--- src/rtl/cfgwin_pkg.sv ---
package cfgwin_pkg;
  typedef enum logic [2:0] {
    RG_NONE = 3'd0,
    RG_HDR  = 3'd1,
    RG_SSID = 3'd2,
    RG_PCIE = 3'd3,
    RG_EXT  = 3'd4
  } region_e;

  localparam logic [7:0] CAP_ID_SSID    = 8'h0D;
  localparam logic [7:0] CAP_ID_PCIE    = 8'h10;
  localparam logic [3:0] PORT_TYPE_ROOT = 4'h4;
  localparam int         OFF_STATUS     = 'h04;
  localparam int         OFF_CAPPTR     = 'h34;
  localparam int         CAPLIST_BIT    = 20;
endpackage

--- src/rtl/cfgwin_layout.sv ---
module cfgwin_layout #(
  parameter int PTR_W      = 8,
  parameter int HDR_BYTES  = 64,
  parameter int SSID_BYTES = 8,
  parameter int PCIE_BYTES = 60
) (
  input  logic             clk,
  input  logic             rst,
  input  logic             ssid_en,
  input  logic             pcie_en,
  input  logic [PTR_W-1:0] ssid_force,
  input  logic [PTR_W-1:0] pcie_force,
  output logic [PTR_W-1:0] ssid_at,
  output logic [PTR_W-1:0] pcie_at,
  output logic [PTR_W-1:0] cap_ptr,
  output logic [PTR_W-1:0] ssid_next,
  output logic [PTR_W-1:0] pcie_next
);
  localparam logic [PTR_W-1:0] FIRST     = PTR_W'(HDR_BYTES);
  localparam logic [PTR_W-1:0] SSID_LEN  = PTR_W'(SSID_BYTES);
  localparam logic [PTR_W-1:0] PCIE_LEN  = PTR_W'(PCIE_BYTES);
  localparam logic [PTR_W-1:0] SSID_FITS = PTR_W'(HDR_BYTES + SSID_BYTES);
  localparam logic [PTR_W-1:0] PCIE_FITS = PTR_W'(HDR_BYTES + PCIE_BYTES);

  logic [PTR_W-1:0] ssid_pos, pcie_pos;

  always_comb begin
    ssid_pos = ssid_force;
    pcie_pos = pcie_force;
    if (ssid_force == '0 && pcie_force == '0) begin
      ssid_pos = FIRST;
      pcie_pos = ssid_en ? FIRST + SSID_LEN : FIRST;
    end else if (ssid_force == '0) begin
      ssid_pos = (pcie_force >= SSID_FITS) ? FIRST : pcie_force + PCIE_LEN;
    end else if (pcie_force == '0) begin
      pcie_pos = (ssid_force >= PCIE_FITS) ? FIRST : ssid_force + SSID_LEN;
    end
  end

  assign ssid_at = ssid_en ? ssid_pos : '0;
  assign pcie_at = pcie_en ? pcie_pos : '0;

  always_comb begin
    if (ssid_en && pcie_en) cap_ptr = (ssid_at < pcie_at) ? ssid_at : pcie_at;
    else if (ssid_en)       cap_ptr = ssid_at;
    else if (pcie_en)       cap_ptr = pcie_at;
    else                    cap_ptr = '0;
  end

  assign ssid_next = (pcie_en && pcie_at > ssid_at) ? pcie_at : '0;
  assign pcie_next = (ssid_en && ssid_at > pcie_at) ? ssid_at : '0;

  // with both capabilities present exactly one of them links onward
  p_chain_single_r6: assert property (@(posedge clk) disable iff (rst)
    (ssid_en && pcie_en) |-> ((ssid_next == '0) != (pcie_next == '0)));

  // a non-zero pointer always names an enabled capability start
  p_capptr_names_cap_r3: assert property (@(posedge clk) disable iff (rst)
    (cap_ptr != '0) |-> ((ssid_en && cap_ptr == ssid_at) || (pcie_en && cap_ptr == pcie_at)));
endmodule

--- src/rtl/cfgwin_decode.sv ---
module cfgwin_decode
  import cfgwin_pkg::*;
#(
  parameter int ADDR_W     = 12,
  parameter int PTR_W      = 8,
  parameter int HDR_BYTES  = 64,
  parameter int SSID_BYTES = 8,
  parameter int PCIE_BYTES = 60,
  parameter int EXT_BASE   = 256
) (
  input  logic [ADDR_W-1:0] addr,
  input  logic              ssid_en,
  input  logic              pcie_en,
  input  logic [PTR_W-1:0]  ssid_at,
  input  logic [PTR_W-1:0]  pcie_at,
  output region_e           region,
  output logic [ADDR_W-1:0] local_off
);
  logic [ADDR_W-1:0] s_lo, s_hi, p_lo, p_hi;
  logic in_hdr, in_ssid, in_pcie, in_ext;

  assign s_lo = ADDR_W'(ssid_at);
  assign s_hi = ADDR_W'(ssid_at) + ADDR_W'(SSID_BYTES);
  assign p_lo = ADDR_W'(pcie_at);
  assign p_hi = ADDR_W'(pcie_at) + ADDR_W'(PCIE_BYTES);

  assign in_hdr  = addr < ADDR_W'(HDR_BYTES);
  assign in_ssid = ssid_en && addr >= s_lo && addr < s_hi;
  assign in_pcie = pcie_en && addr >= p_lo && addr < p_hi;
  assign in_ext  = pcie_en && addr >= ADDR_W'(EXT_BASE);

  always_comb begin
    region    = RG_NONE;
    local_off = '0;
    if (in_hdr) begin
      region    = RG_HDR;
      local_off = addr;
    end else if (in_ssid) begin
      region    = RG_SSID;
      local_off = addr - s_lo;
    end else if (in_pcie) begin
      region    = RG_PCIE;
      local_off = addr - p_lo;
    end else if (in_ext) begin
      region    = RG_EXT;
      local_off = addr - ADDR_W'(EXT_BASE);
    end
  end
endmodule

--- src/rtl/cfgwin_lanes.sv ---
module cfgwin_lanes #(
  parameter int DATA_W = 32,
  parameter int SEL_W  = 2
) (
  input  logic [SEL_W-1:0]  byte_sel,
  input  logic [1:0]        size,
  input  logic [DATA_W-1:0] wdata,
  input  logic [DATA_W-1:0] old,
  input  logic [DATA_W-1:0] rd_dword,
  output logic [DATA_W-1:0] merged,
  output logic [DATA_W-1:0] rd_lane
);
  logic [SEL_W+2:0]  shift;
  logic [DATA_W-1:0] width_mask, wmask;

  assign shift = {byte_sel, 3'b000};

  always_comb begin
    case (size)
      2'd0:    width_mask = DATA_W'(8'hFF);
      2'd1:    width_mask = DATA_W'(16'hFFFF);
      default: width_mask = '1;
    endcase
  end

  assign wmask   = width_mask << shift;
  assign merged  = (old & ~wmask) | ((wdata << shift) & wmask);
  assign rd_lane = (rd_dword >> shift) & width_mask;
endmodule

--- src/rtl/cfg_window_decoder.sv ---
module cfg_window_decoder
  import cfgwin_pkg::*;
#(
  parameter int ADDR_W     = 12,
  parameter int DATA_W     = 32,
  parameter int PTR_W      = 8,
  parameter int ID_W       = 16,
  parameter int HDR_BYTES  = 64,
  parameter int SSID_BYTES = 8,
  parameter int PCIE_BYTES = 60,
  parameter int EXT_BASE   = 256,
  localparam int HDR_OFF_W  = $clog2(HDR_BYTES),
  localparam int PCIE_OFF_W = $clog2(PCIE_BYTES)
) (
  input  logic                  clk,
  input  logic                  rst,
  input  logic                  req_valid,
  input  logic                  req_write,
  input  logic [ADDR_W-1:0]     req_addr,
  input  logic [1:0]            req_size,
  input  logic [DATA_W-1:0]     req_wdata,
  output logic                  rsp_valid,
  output logic [DATA_W-1:0]     rsp_rdata,
  input  logic                  ssid_en,
  input  logic                  pcie_en,
  input  logic [PTR_W-1:0]      ssid_force,
  input  logic [PTR_W-1:0]      pcie_force,
  input  logic [ID_W-1:0]       ssid_vendor,
  input  logic [ID_W-1:0]       ssid_device,
  output logic [HDR_OFF_W-1:0]  hdr_off,
  input  logic [DATA_W-1:0]     hdr_rdata,
  output logic                  hdr_we,
  output logic [DATA_W-1:0]     hdr_wdata,
  output logic [PCIE_OFF_W-1:0] pcie_off,
  input  logic [DATA_W-1:0]     pcie_rdata,
  output logic                  pcie_we,
  output logic [DATA_W-1:0]     pcie_wdata,
  output logic [ADDR_W-1:0]     ext_off,
  input  logic [DATA_W-1:0]     ext_rdata,
  output logic                  ext_we,
  output logic [DATA_W-1:0]     ext_wdata
);
  logic [PTR_W-1:0]  ssid_at, pcie_at, cap_ptr, ssid_next, pcie_next;
  logic [ADDR_W-1:0] aligned, local_off;
  region_e           region;
  logic [DATA_W-1:0] old_raw, rd_dword, merged, rd_lane;
  logic              wr_req, rd_req;

  cfgwin_layout #(
    .PTR_W(PTR_W), .HDR_BYTES(HDR_BYTES), .SSID_BYTES(SSID_BYTES), .PCIE_BYTES(PCIE_BYTES)
  ) u_layout (
    .clk(clk), .rst(rst), .ssid_en(ssid_en), .pcie_en(pcie_en),
    .ssid_force(ssid_force), .pcie_force(pcie_force),
    .ssid_at(ssid_at), .pcie_at(pcie_at), .cap_ptr(cap_ptr),
    .ssid_next(ssid_next), .pcie_next(pcie_next)
  );

  assign aligned = {req_addr[ADDR_W-1:2], 2'b00};

  cfgwin_decode #(
    .ADDR_W(ADDR_W), .PTR_W(PTR_W), .HDR_BYTES(HDR_BYTES), .SSID_BYTES(SSID_BYTES),
    .PCIE_BYTES(PCIE_BYTES), .EXT_BASE(EXT_BASE)
  ) u_decode (
    .addr(aligned), .ssid_en(ssid_en), .pcie_en(pcie_en),
    .ssid_at(ssid_at), .pcie_at(pcie_at), .region(region), .local_off(local_off)
  );

  // Read path: raw port value for the merge, overlaid value for the return
  always_comb begin
    old_raw  = '0;
    rd_dword = '0;
    case (region)
      RG_HDR: begin
        old_raw  = hdr_rdata;
        rd_dword = hdr_rdata;
        if (local_off == ADDR_W'(OFF_CAPPTR)) rd_dword[PTR_W-1:0] = cap_ptr;
        if (local_off == ADDR_W'(OFF_STATUS) && cap_ptr != '0) rd_dword[CAPLIST_BIT] = 1'b1;
      end
      RG_SSID: begin
        rd_dword = (local_off == '0) ? DATA_W'({ssid_next, CAP_ID_SSID})
                                     : DATA_W'({ssid_device, ssid_vendor});
      end
      RG_PCIE: begin
        old_raw  = pcie_rdata;
        rd_dword = pcie_rdata;
        if (local_off == '0) begin
          rd_dword[7:0]   = CAP_ID_PCIE;
          rd_dword[15:8]  = pcie_next;
          rd_dword[23:20] = PORT_TYPE_ROOT;
        end
      end
      RG_EXT: begin
        old_raw  = ext_rdata;
        rd_dword = ext_rdata;
      end
      default: begin
        old_raw  = '0;
        rd_dword = '0;
      end
    endcase
  end

  cfgwin_lanes #(.DATA_W(DATA_W), .SEL_W(2)) u_lanes (
    .byte_sel(req_addr[1:0]), .size(req_size), .wdata(req_wdata),
    .old(old_raw), .rd_dword(rd_dword), .merged(merged), .rd_lane(rd_lane)
  );

  assign wr_req = req_valid && req_write;
  assign rd_req = req_valid && !req_write;

  assign hdr_off    = local_off[HDR_OFF_W-1:0];
  assign pcie_off   = local_off[PCIE_OFF_W-1:0];
  assign ext_off    = local_off;
  assign hdr_we     = wr_req && region == RG_HDR;
  assign pcie_we    = wr_req && region == RG_PCIE;
  assign ext_we     = wr_req && region == RG_EXT;
  assign hdr_wdata  = merged;
  assign pcie_wdata = merged;
  assign ext_wdata  = merged;

  always_ff @(posedge clk) begin
    if (rst) begin
      rsp_valid <= 1'b0;
      rsp_rdata <= '0;
    end else begin
      rsp_valid <= rd_req;
      if (rd_req) rsp_rdata <= rd_lane;
    end
  end

  // read data returns one cycle after a read, nothing after anything else
  p_rsp_latency_r13: assert property (@(posedge clk) disable iff (rst)
    (req_valid && !req_write) |=> rsp_valid);
  p_no_spurious_rsp_r13: assert property (@(posedge clk) disable iff (rst)
    !(req_valid && !req_write) |=> !rsp_valid);

  // header strobe only for addresses inside the header
  p_hdr_range_r1: assert property (@(posedge clk) disable iff (rst)
    hdr_we |-> (req_addr < ADDR_W'(HDR_BYTES)));

  // extended strobe only with PCIe enabled and at or above the base
  p_ext_gate_r9: assert property (@(posedge clk) disable iff (rst)
    ext_we |-> (pcie_en && req_addr >= ADDR_W'(EXT_BASE)));

  // at most one region strobe per access
  p_one_strobe_r10: assert property (@(posedge clk) disable iff (rst)
    $onehot0({hdr_we, pcie_we, ext_we}));

  // a byte write leaves the other three lanes at the stored value
  p_merge_keeps_r12: assert property (@(posedge clk) disable iff (rst)
    (hdr_we && req_size == 2'd0) |->
      (((hdr_wdata ^ hdr_rdata) & ~(DATA_W'(8'hFF) << {req_addr[1:0], 3'b000})) == '0));
endmodule

--- config.mk ---
export PLATFORM = sky130hd
export DESIGN_NAME = cfg_window_decoder
export DESIGN_NICKNAME = d
export VERILOG_FILES = /design/src/rtl/cfgwin_pkg.sv /design/src/rtl/cfgwin_layout.sv /design/src/rtl/cfgwin_decode.sv /design/src/rtl/cfgwin_lanes.sv /design/src/rtl/cfg_window_decoder.sv
export SDC_FILE = /design/constraint.sdc
export NUM_CORES = 1
export LEC_CHECK = 0
export BUFFER_PORTS_ARGS = -buffer_cell sky130_fd_sc_hd__buf_4
export CAP_MARGIN = 20
export CORE_MARGIN = 1.5
export CORE_UTILIZATION = 35
export DETAILED_ROUTE_END_ITERATION = 10
export RECOVER_POWER = 50
export SYNTH_ARGS = -nofsm -noshare
export SYNTH_HDL_FRONTEND = slang
export SYNTH_HIERARCHICAL = 1
export SYNTH_SLANG_ARGS = --single-unit
--- constraint.sdc ---
create_clock -name clk -period 8.7 [get_ports clk]
set_input_delay 0.435 -clock clk [delete_from_list [all_inputs] [get_ports clk]]
set_output_delay 0.435 -clock clk [all_outputs]
set_load 0.01 [all_outputs]
==> run metrics <==
flop and latch count out of synthesis 33; proportion of synthesized chip area in sequential cells 0.08743; depth of the most critical reg-to-reg path 2; required time worst endpoint approximately 8.3 ns; met3 Resource Use GR 0.04543; Peak VDD IR slightly below 0.07 mV; Max Fanout on Critical Path 19; TritonCTS buffer count 5; EDFF count, synth 0; gr ovfl total 0; CTS tree done; share of post-route cells with drive strength above 1 0.2989; portion of synthesized cell area occupied by the leading cell type 0.1100; final-layout setup total negative slack 0 ns; number of nets in the layout 1530; placed cell area about 0.0097 sq mm; global-route wire length before repair approximately 50000 microns; worst hold path stage count 2; count of routing violations after the opening detailed-route iteration 775; worst-case hold path end point rsp_rdata[24]; most frequent cells in the layout 292 x sky130_fd_sc_hd__buf_4, 160 x sky130_fd_sc_hd__nand2_1, 83 x sky130_fd_sc_hd__mux2i_1; type of origin of the critical path input pin; result of the run finished with violations; wire per inst 22.18 microns; start point of the worst hold path rsp_rdata[24]; cell types with the largest area share after synthesis sky130_fd_sc_hd__mux2i_1 11%, sky130_fd_sc_hd__dfxtp_1 8.7%, sky130_fd_sc_hd__buf_4 8.0%; shortest period the worst path allows 7.693 ns; number of buffers added for setup after CTS 0; classification of the worst-slack hold path reg -> reg; Final ANT Viol Nets 0; total DRC errors in the routed layout 0; count of distinct cell types in the synthesized netlist between 80 and 90; met2 global-route usage 0.5133; via density per instance around 5.7; reg2reg setup slack 7.99 ns; Static Leakage ~4.4 nW; Slew Viols, Final 34; mean area per synthesized cell approximately 7.2 sq um; Hold Vio Cnt, Final 0; worst setup skew after layout 0 ns; Max Buffers Root-to-Sink 2; total number of vias about 9000; Final GP Congestion around 0.90; via count of the first global-routing pass 8404; number of optimization iterations in the first detailed-route pass 6; slowest cell on the critical path sky130_fd_sc_hd__o21ai_0; Worst-Margin Slew around 1.7 ns; number of gates resized after cts 0; number of antenna violations at the first check in global routing 3; Reg-to-Reg End rsp_rdata[9]; area enclosed by the die boundary around 0.022 sq mm; violations in the final reports max-capacitance violations, max-slew violations; clock latency on the worst-skew pair between 0.2 and 0.3 ns; pin count of the biggest net entering global routing 63; Die Span Y about 150 microns; fraction of the cycle the final worst path needs 0.8842; area overhead of the layout relative to synthesis 27.47%; total length of routed wires about 35000 microns; input/output buffers 351; # IOs 352; Yosys top cell by area sky130_fd_sc_hd__mux2i_1; final non-filler cell area between 0.009 and 0.01 sq mm; met1 usage 0.3484; post-detail-place hpwl roughly 28000 microns; Num Clock Sinks 33; Slew headroom -0.1081; proportion of synthesized flip-flops having asynchronous set or reset 0; clock root buffer sky130_fd_sc_hd__clkbuf_16; number of max-cap violations 1; most common cell after layout, fill and taps aside sky130_fd_sc_hd__buf_4; Setup Viol. Count Final 0; Starting Density 0.3583; Synth warnings 6; Max Clk Rate 130.0 MHz; power per cell area approximately 93 mW/mm^2; Setup crit end kind output pin; Setup CP Type in -> out; placeable core region 0.02109 sq mm; R2R Path Start rsp_rdata[9]; num rows 53; synthesized netlist cell count 1048; Clock Pin Slew Worst Setup and Hold Paths around 0.050 ns; Die Span X around 150 microns; overall fraction of global-route tracks in use 0.2909; slowest stage delay, CP a little over 0.9 ns; area of the mapped netlist approximately 0.0076 sq mm; global route hottest layer met2; H-tree depth reported by CTS 2; most frequently used flop master after synthesis sky130_fd_sc_hd__dfxtp_1; unrepaired setup endpoints after global routing no; arrival time of data at the critical path endpoint slightly above 7 ns; hold bufs inserted after CTS 0
power by group:
group	switching, W	total [W]	leakage [nW]	internal (W)
logic	0.000305	0.000550	4.05	0.000245
registers	0.00000239	0.000157	0.267	0.000155
clock network	0.0000657	0.000187	0.0799	0.000121
total	0.000373	0.000894	4.40	0.000520
stage by stage:
step / hold WS [ns] / cells / total power (W) / util / setup WS [ns]
after CTS: 0.4554 / 1563 / 0.0009048 / 0.4694 / 1.631
final: 0.4526 / 1566 / 0.0008937 / 0.4567 / 1.007
after global routing: 0.4729 / 1566 / 0.0009440 / 0.4567 / 0.6974
after floorplan: 0.4805 / 1057 / 0.0005066 / - / 3.144
after detailed placement: 0.4484 / 1555 / 0.0007182 / 0.4619 / 1.664
after global placement: 0.4457 / 1555 / 0.0007186 / 0.4619 / 1.697
layer usage:
metal,up-vias,share of wire
met5,-,0
met4,0,0.038
met3,69,0.078
met2,444,0.50
met1,4283,0.38
li1,4164,-
registers in the layout (all words and copies together) (netlist names):
| register | cells |
|---|---|
| rsp_valid | 1 |
| rsp_rdata | 32 |
synth_stat cells (14+ instances only):
master                     count
sky130_fd_sc_hd__o211ai_1     16
sky130_fd_sc_hd__a22oi_1      15
sky130_fd_sc_hd__buf_4        81
sky130_fd_sc_hd__ha_1         45
sky130_fd_sc_hd__buf_2        15
sky130_fd_sc_hd__clkbuf_1     30
sky130_fd_sc_hd__o21ai_0      37
sky130_fd_sc_hd__a21o_1       19
sky130_fd_sc_hd__nor3_1       14
sky130_fd_sc_hd__a211oi_1     14
sky130_fd_sc_hd__mux2i_1      83
sky130_fd_sc_hd__and3_1       14
sky130_fd_sc_hd__nor2_1       54
sky130_fd_sc_hd__nand2_1     160
sky130_fd_sc_hd__inv_1        35
sky130_fd_sc_hd__a21oi_1      72
sky130_fd_sc_hd__nand2b_1     17
sky130_fd_sc_hd__nand3_1      29
sky130_fd_sc_hd__dfxtp_1      33
sky130_fd_sc_hd__mux2_2       48
sky130_fd_sc_hd__nor2b_1      18
worst max-delay path, delay by kind of cell:
family	cells	cell delay, ns
simple gates	9	2.64
buf+inv	6	0.99
xor+xnor	1	0.16
fa+ha+maj	3	0.72
compound gates	5	2.07
mux	1	0.21
worst max path at each step:
stage,startpoint,endpoint,depth (start not counted)
5_1_grt,pcie_force[2],pcie_wdata[2],24
3_5_place_dp,pcie_force[2],ext_wdata[2],25
6_report,pcie_force[2],ext_wdata[2],25
4_1_cts,pcie_force[2],ext_wdata[2],25
2_1_floorplan,pcie_force[2],rsp_rdata[14],27
3_3_place_gp,pcie_force[2],hdr_wdata[2],25
kinds of logic (layout without fill, tap and decap cells):
logic type / count (synthesis) / count (layout) / synth area share
buf+inv: 183 / 414 / 0.1451
fa+ha+maj: 47 / 47 / 0.07981
flops: 33 / 33 / 0.08743
compound gates: 262 / 262 / 0.2360
mux: 131 / 131 / 0.1815
simple gates: 372 / 372 / 0.2477
other cells: 1 / 13 / 0.0004963
xor+xnor: 19 / 19 / 0.02202
area by class of cell:
class                   count  area, sq um
multi-input cells         841         5842
diodes                      3        7.507
clock inverters             1        5.005
flip-flops and latches     33        660.6
well taps                 275        344.1
inverters                  44        165.2
repair buffers            362         2455
clock buffers               7        152.6
fillers                  2260        11460
Note: power is estimated with default switching activity, not from simulation.
